**src/rtl/ipslot_pkg.sv**
```systemverilog
`timescale 1ns/1ps
package ipslot_pkg;

   typedef enum logic [1:0] {
      WIN_IO   = 2'd0,
      WIN_M16  = 2'd1,
      WIN_M8   = 2'd2,
      WIN_NONE = 2'd3
   } win_t;

   typedef enum logic [2:0] {
      SP_IO  = 3'd0,
      SP_ID  = 3'd1,
      SP_INT = 3'd2,
      SP_M16 = 3'd3,
      SP_M8  = 3'd4
   } space_t;

   // window 0 sub-space field and offset masks
   localparam int IO_SEL_LSB = 6;
   localparam int IO_OFF_W   = 7;
   localparam int IDX_OFF_W  = 6;

endpackage

```
**src/rtl/ipslot_lane_swap.sv**
```systemverilog
`timescale 1ns/1ps
module ipslot_lane_swap #(
   parameter int DATA_W = 16
) (
   input  logic [DATA_W-1:0] din,
   output logic [DATA_W-1:0] dout
);
   localparam int NB = DATA_W / 8;

   generate
      if (DATA_W % 8 != 0) begin : g_bad_width
         $error("ipslot_lane_swap: DATA_W must be a whole number of bytes");
      end
      for (genvar b = 0; b < NB; b++) begin : g_lane
         assign dout[b*8 +: 8] = din[(NB-1-b)*8 +: 8];
      end
   endgenerate
endmodule

```
**src/rtl/ipslot_win_decode.sv**
```systemverilog
`timescale 1ns/1ps
module ipslot_win_decode
   import ipslot_pkg::*;
#(
   parameter int   ADDR_W   = 25,
   parameter int   SLOT_W   = 2,
   parameter int   OFF_W    = 23,
   parameter int   SLOT_LSB = 8,
   parameter win_t KIND     = WIN_IO
) (
   input  logic [ADDR_W-1:0] addr,
   output logic [SLOT_W-1:0] slot,
   output space_t            space,
   output logic [OFF_W-1:0]  off
);
   generate
      if (SLOT_LSB + SLOT_W > ADDR_W) begin : g_bad_slot
         $error("ipslot_win_decode: slot field lies outside the address");
      end
      if (SLOT_LSB > OFF_W) begin : g_bad_off
         $error("ipslot_win_decode: offset port narrower than window offset");
      end
   endgenerate

   assign slot = addr[SLOT_LSB +: SLOT_W];

   generate
      if (KIND == WIN_IO) begin : g_io
         logic [1:0] sel;
         assign sel = addr[IO_SEL_LSB +: 2];
         always_comb begin
            case (sel)
               2'd2: begin
                  space = SP_ID;
                  off   = OFF_W'(addr[IDX_OFF_W-1:0]);
               end
               2'd3: begin
                  space = SP_INT;
                  off   = OFF_W'(addr[IDX_OFF_W-1:0]);
               end
               default: begin
                  space = SP_IO;
                  off   = OFF_W'(addr[IO_OFF_W-1:0]);
               end
            endcase
         end
      end else begin : g_mem
         assign space = (KIND == WIN_M16) ? SP_M16 : SP_M8;
         assign off   = OFF_W'(addr[SLOT_LSB-1:0]);
      end
   endgenerate
endmodule

```
**src/rtl/ipslot_decoder.sv**
```systemverilog
`timescale 1ns/1ps
module ipslot_decoder
   import ipslot_pkg::*;
#(
   parameter int ADDR_W  = 25,
   parameter int DATA_W  = 16,
   parameter int NSLOT   = 4,
   parameter int IO_LSB  = 8,
   parameter int M16_LSB = 23,
   parameter int M8_LSB  = 22,
   localparam int SLOT_W = $clog2(NSLOT),
   localparam int OFF_W  = M16_LSB
) (
   input  logic              clk,
   input  logic              rst_n,
   input  logic              req_valid,
   input  logic              req_write,
   input  logic [1:0]        req_win,
   input  logic [ADDR_W-1:0] req_addr,
   input  logic              req_size,
   input  logic [DATA_W-1:0] req_wdata,
   input  logic [1:0]        be_mode,
   input  logic [NSLOT-1:0]  slot_present,
   output logic              slot_req,
   output logic              slot_write,
   output logic [SLOT_W-1:0] slot_idx,
   output logic [2:0]        slot_space,
   output logic [OFF_W-1:0]  slot_off,
   output logic [DATA_W-1:0] slot_wdata,
   input  logic [DATA_W-1:0] slot_rdata,
   output logic              rsp_valid,
   output logic [DATA_W-1:0] rsp_rdata
);
   generate
      if (NSLOT != (1 << SLOT_W)) begin : g_bad_nslot
         $error("ipslot_decoder: NSLOT must be a power of two");
      end
      if (M8_LSB >= M16_LSB || IO_LSB >= M8_LSB) begin : g_bad_split
         $error("ipslot_decoder: window split points out of order");
      end
   endgenerate

   localparam int NWIN = 3;

   // ---------------- lane adjustment ----------------
   logic              be_act, flip_lo, swap_hw;
   logic [ADDR_W-1:0] addr_adj;
   logic [DATA_W-1:0] wdata_sw, rdata_sw, rd_now;

   always_comb begin
      case (req_win)
         WIN_IO:  be_act = be_mode[0];
         WIN_M16: be_act = be_mode[1];
         default: be_act = 1'b0;
      endcase
   end

   assign flip_lo  = be_act && !req_size;
   assign swap_hw  = be_act &&  req_size;
   assign addr_adj = req_addr ^ ADDR_W'(flip_lo);

   ipslot_lane_swap #(.DATA_W(DATA_W)) u_wswap (.din(req_wdata),  .dout(wdata_sw));
   ipslot_lane_swap #(.DATA_W(DATA_W)) u_rswap (.din(slot_rdata), .dout(rdata_sw));

   // ---------------- per-window decode ----------------
   logic [SLOT_W-1:0] w_slot  [NWIN];
   space_t            w_space [NWIN];
   logic [OFF_W-1:0]  w_off   [NWIN];

   ipslot_win_decode #(.ADDR_W(ADDR_W), .SLOT_W(SLOT_W), .OFF_W(OFF_W),
                       .SLOT_LSB(IO_LSB), .KIND(WIN_IO)) u_dec_io (
      .addr(addr_adj), .slot(w_slot[0]), .space(w_space[0]), .off(w_off[0]));

   ipslot_win_decode #(.ADDR_W(ADDR_W), .SLOT_W(SLOT_W), .OFF_W(OFF_W),
                       .SLOT_LSB(M16_LSB), .KIND(WIN_M16)) u_dec_m16 (
      .addr(addr_adj), .slot(w_slot[1]), .space(w_space[1]), .off(w_off[1]));

   ipslot_win_decode #(.ADDR_W(ADDR_W), .SLOT_W(SLOT_W), .OFF_W(OFF_W),
                       .SLOT_LSB(M8_LSB), .KIND(WIN_M8)) u_dec_m8 (
      .addr(addr_adj), .slot(w_slot[2]), .space(w_space[2]), .off(w_off[2]));

   logic legal;
   always_comb begin
      slot_idx   = '0;
      slot_space = SP_IO;
      slot_off   = '0;
      legal      = 1'b0;
      case (req_win)
         WIN_IO: begin
            slot_idx = w_slot[0]; slot_space = w_space[0]; slot_off = w_off[0];
            legal    = 1'b1;
         end
         WIN_M16: begin
            slot_idx = w_slot[1]; slot_space = w_space[1]; slot_off = w_off[1];
            legal    = 1'b1;
         end
         WIN_M8: begin
            slot_idx = w_slot[2]; slot_space = w_space[2]; slot_off = w_off[2];
            legal    = !req_size;
         end
         default: legal = 1'b0;
      endcase
   end

   assign slot_req   = req_valid && legal && slot_present[slot_idx];
   assign slot_write = slot_req && req_write;
   assign slot_wdata = swap_hw ? wdata_sw : req_wdata;
   assign rd_now     = !slot_req ? '0 : (swap_hw ? rdata_sw : slot_rdata);

   // ---------------- registered read response ----------------
   always_ff @(posedge clk or negedge rst_n) begin
      if (!rst_n) begin
         rsp_valid <= 1'b0;
         rsp_rdata <= '0;
      end else begin
         rsp_valid <= req_valid && !req_write;
         rsp_rdata <= (req_valid && !req_write) ? rd_now : '0;
      end
   end

   // ---------------- assertions ----------------

   absent_slot_quiet_chk: assert property (@(posedge clk) disable iff (!rst_n)
      slot_req |-> slot_present[slot_idx]);


   absent_read_zero_chk: assert property (@(posedge clk) disable iff (!rst_n)
      (req_valid && !req_write && !slot_req) |=> (rsp_rdata == '0));


   write_needs_req_chk: assert property (@(posedge clk) disable iff (!rst_n)
      slot_write |-> slot_req);


   io_off_mask_chk: assert property (@(posedge clk) disable iff (!rst_n)
      (slot_req && slot_space == SP_IO) |-> (slot_off[OFF_W-1:IO_OFF_W] == '0));


   idint_off_mask_chk: assert property (@(posedge clk) disable iff (!rst_n)
      (slot_req && (slot_space == SP_ID || slot_space == SP_INT))
         |-> (slot_off[OFF_W-1:IDX_OFF_W] == '0));


   m8_byte_only_chk: assert property (@(posedge clk) disable iff (!rst_n)
      (slot_req && slot_space == SP_M8) |-> (!req_size && slot_off[OFF_W-1:M8_LSB] == '0));


   swap_keeps_bits_chk: assert property (@(posedge clk) disable iff (!rst_n)
      slot_write |-> ($countones(slot_wdata) == $countones(req_wdata)));


   write_no_rsp_chk: assert property (@(posedge clk) disable iff (!rst_n)
      (req_valid && req_write) |=> !rsp_valid);
endmodule

```
**config.mk**
```make
export PLATFORM = sky130hd
export DESIGN_NAME = ipslot_decoder
export DESIGN_NICKNAME = d
export VERILOG_FILES = /design/src/rtl/ipslot_pkg.sv /design/src/rtl/ipslot_lane_swap.sv /design/src/rtl/ipslot_win_decode.sv /design/src/rtl/ipslot_decoder.sv
export SDC_FILE = /design/constraint.sdc
export NUM_CORES = 1
export LEC_CHECK = 0
export CAP_MARGIN = 20
export CORE_ASPECT_RATIO = 1.2
export CORE_MARGIN = 2
export CORE_UTILIZATION = 31
export DETAILED_ROUTE_END_ITERATION = 10
export GPL_TIMING_DRIVEN = 0
export PLACE_DENSITY = 0.88
export SLEW_MARGIN = 25
export SYNTH_ARGS = -nofsm -noshare
export SYNTH_HDL_FRONTEND = slang
export SYNTH_SLANG_ARGS = --single-unit
```
**constraint.sdc**
```tcl
create_clock -name clk -period 2.05 [get_ports clk]
set_clock_uncertainty 0.1 [all_clocks]
set_input_delay 0.3075 -clock clk [delete_from_list [all_inputs] [get_ports clk]]
set_output_delay 0.3075 -clock clk [all_outputs]
set_load 0.02 [all_outputs]
```
==> results <==
routing by layer:
metal	GRT usage, %	routed length [um]	part of all wire, %	up-vias
met2	33.9	2580	53	78
met5	0	0	0	-
met4	7.76	127	2.6	0
met1	21.7	1790	37	753
met3	4.44	406	8.3	11
li1	-	-	-	802
what timing repair did:
action	4_1_cts	5_1_grt
pin swaps	5	4
setup buffers	11	1
gates cloned	0	1
resized for setup	154	21
setup endpoints to repair	62	29
power by group:
part	total [mW]	internal, mW	switching [mW]
Clock	0.249	0.138	0.111
Sequential	0.348	0.345	0.00284
Combinational	0.590	0.312	0.278
final cells by class:
cell class	count	area (sq um)
plain buffers	8	83.8
fillers	403	1600
well taps	58	72.6
multi-input cells	109	976
repair buffers	145	1310
inverters	4	15.0
flip-flops and latches	17	425
clock buffers	4	45.0
through the flow:
step	setup slack, ps	instance area (sq um)	hold WS (ps)	util, %
floorplan	66.6	1440	-88.1	-
global placement	-1170	2830	668	62.5
detailed placement	-1230	2830	680	62.5
CTS	-3.46	2930	411	64.6
global route	-18.9	2920	472	64.6
finish	14.2	2920	386	64.6
worst paths after layout:
kind	startpoint	endpoint	slack, ps	cells past startpoint
max in group asynchronous	rst_n	rsp_rdata[5]$_DFF_PN0_	1000	1
min in group clk	req_write	rsp_valid$_DFF_PN0_	570	2
min	rst_n	rsp_rdata[7]$_DFF_PN0_	390	1
max	slot_present[1]	slot_write	10	6
logic make-up (layout without fill, tap and decap cells):
group | Yosys count | after routing | share of synthesized area (%)
flops | 17 | 17 | 29.6
mux | 38 | 38 | 28.3
buf+inv | 14 | 161 | 6.10
simple gates | 40 | 40 | 16.5
compound gates | 31 | 31 | 19.4
state kept, by name, summed over array words and instances (netlist names):
name,cells
rsp_rdata,16
rsp_valid,1
critical path, stage by stage:
cell	delay, ps
clkdlybuf4s50_1	480
nand3b_1	80
o211a_1	150
a211o_4	340
a21oi_2	120
buf_4	150
layout by cell type (no fill, tap or decap), types with 4 or more instances in the layout:
cell type,netlist,routed
a211oi_1,8,8
a211oi_2,8,8
a21oi_1,6,4
and2_1,21,21
buf_2,4,16
buf_4,2,19
clkbuf_2,0,8
clkdlybuf4s15_1,0,5
clkdlybuf4s50_1,0,81
dfrtp_1,17,17
dlygate4sd2_1,0,12
inv_1,4,4
mux2_2,18,17
mux2i_1,19,17
nand2_1,4,4
nor2_1,4,4
nor2b_1,4,4
==> metrics.md <==
| Metric | Value |
|---|---|
| Run status | `completed` |
| Min-delay worst type | `in -> async` |
| H-Tree Depth | `1` |
| Leakage power | `1.27 nW` |
| CP Capture Type | `output pin` |
| Mapped Avg Cell Area | `10.3 sq um` |
| Cts bufs inserted | `3` |
| Total number of vias | `1644` |
| Routed wire length per instance | `14.2 um` |
| Die extent in y | `78.6 um` |
| Longest Clk Path Bufs | `2` |
| Pwr Total | `1.19 mW` |
| Mapped Nets | `210` |
| Commonest cells post-synth | `21 x and2_1, 19 x mux2i_1, 18 x mux2_2` |
| 1st-iter DRT viols | `39` |
| Sequential fraction of the synthesis area | `29.6%` |
| Most used DFF post-synth | `dfrtp_1` |
| CP arrival | `1630 ps` |
| Least-Margin Pin Slew | `729 ps` |
| Seq cells post-synth | `17` |
| Std cell rows | `27` |
| Count leader, synth | `and2_1` |
| Final hold vios | `0` |
| Clock period minus worst slack | `2040 ps` |
| Clock slew at reported path FFs | `60 ps` |
| Layout cells sized above 1 | `31.7%` |
| Number of I/O port buffers | `132` |
| CORE AREA | `4530 sq um` |
| Root Driver | `clkbuf_8` |
| VDD IR-drop max | `0.174 mV` |
| Final Net Count | `358` |
| Max-slew headroom | `51.3%` |
| Setup TNS | `0 ps` |
| Number of global-route vias before repair | `1711` |
| Achievable Freq | `0.491 GHz` |
| Gr usage total | `19.2%` |
| Final ANT Viol Nets | `0` |
| Clock Sink Count | `17` |
| Die X | `66.1 um` |
| First-pass GRT wire length | `7890 um` |
| Non-filler cells, final | `345` |
| Gate count after technology mapping | `140` |
| Post-Syn Area | `1440 sq um` |
| Area leader, netlist | `dfrtp_1` |
| Setup violators final | `0` |
| DRC viols | `0` |
| Final period util | `99.3%` |
| I/O pin cnt | `133` |
| Area contributors post-synth | `dfrtp_1 30%, mux2_2 14%, mux2i_1 13%` |
| Largest net degree at the start of global routing | `18` |
| WS Path Type | `in -> out` |
| Pins Over Slew Limit | `0` |
| RD Place Congestion | `0.704` |
| Die area | `5200 sq um` |
| Final WL | `4910 um` |
| Number of inserted diodes | `0` |
| Unrepaired setup endpoints after global routing | `yes` |
| Critical Path Fanout Max | `3` |
| Initial antenna violation count | `0` |
| P per Cell Area | `406 nW/um^2` |
| TritonCTS clock tree | `done` |
| Vias/cell | `4.77` |
| Final HPWL DP | `3820 um` |
| DRT Pass-1 Iters | `4` |
| Area growth syn-to-layout | `103%` |
| Startpoint types | `input port` |
| Max-Cap Viols | `0` |
| Post-synth EDFFs | `0` |
| Syn. warnings | `0` |
| Cts-stage hold buffer count | `0` |
| Starting Density | `31.7%` |
| Yosys top cell area share | `29.6%` |
| Placed Cells incl. Taps | `330` |
| Async SR Flop Fraction | `100%` |
| Req. time, crit path | `1640 ps` |
| Gr ovfl total | `0` |
| Post-synth cell types | `29` |
No activity file was read; power rests on OpenSTA's default activity.
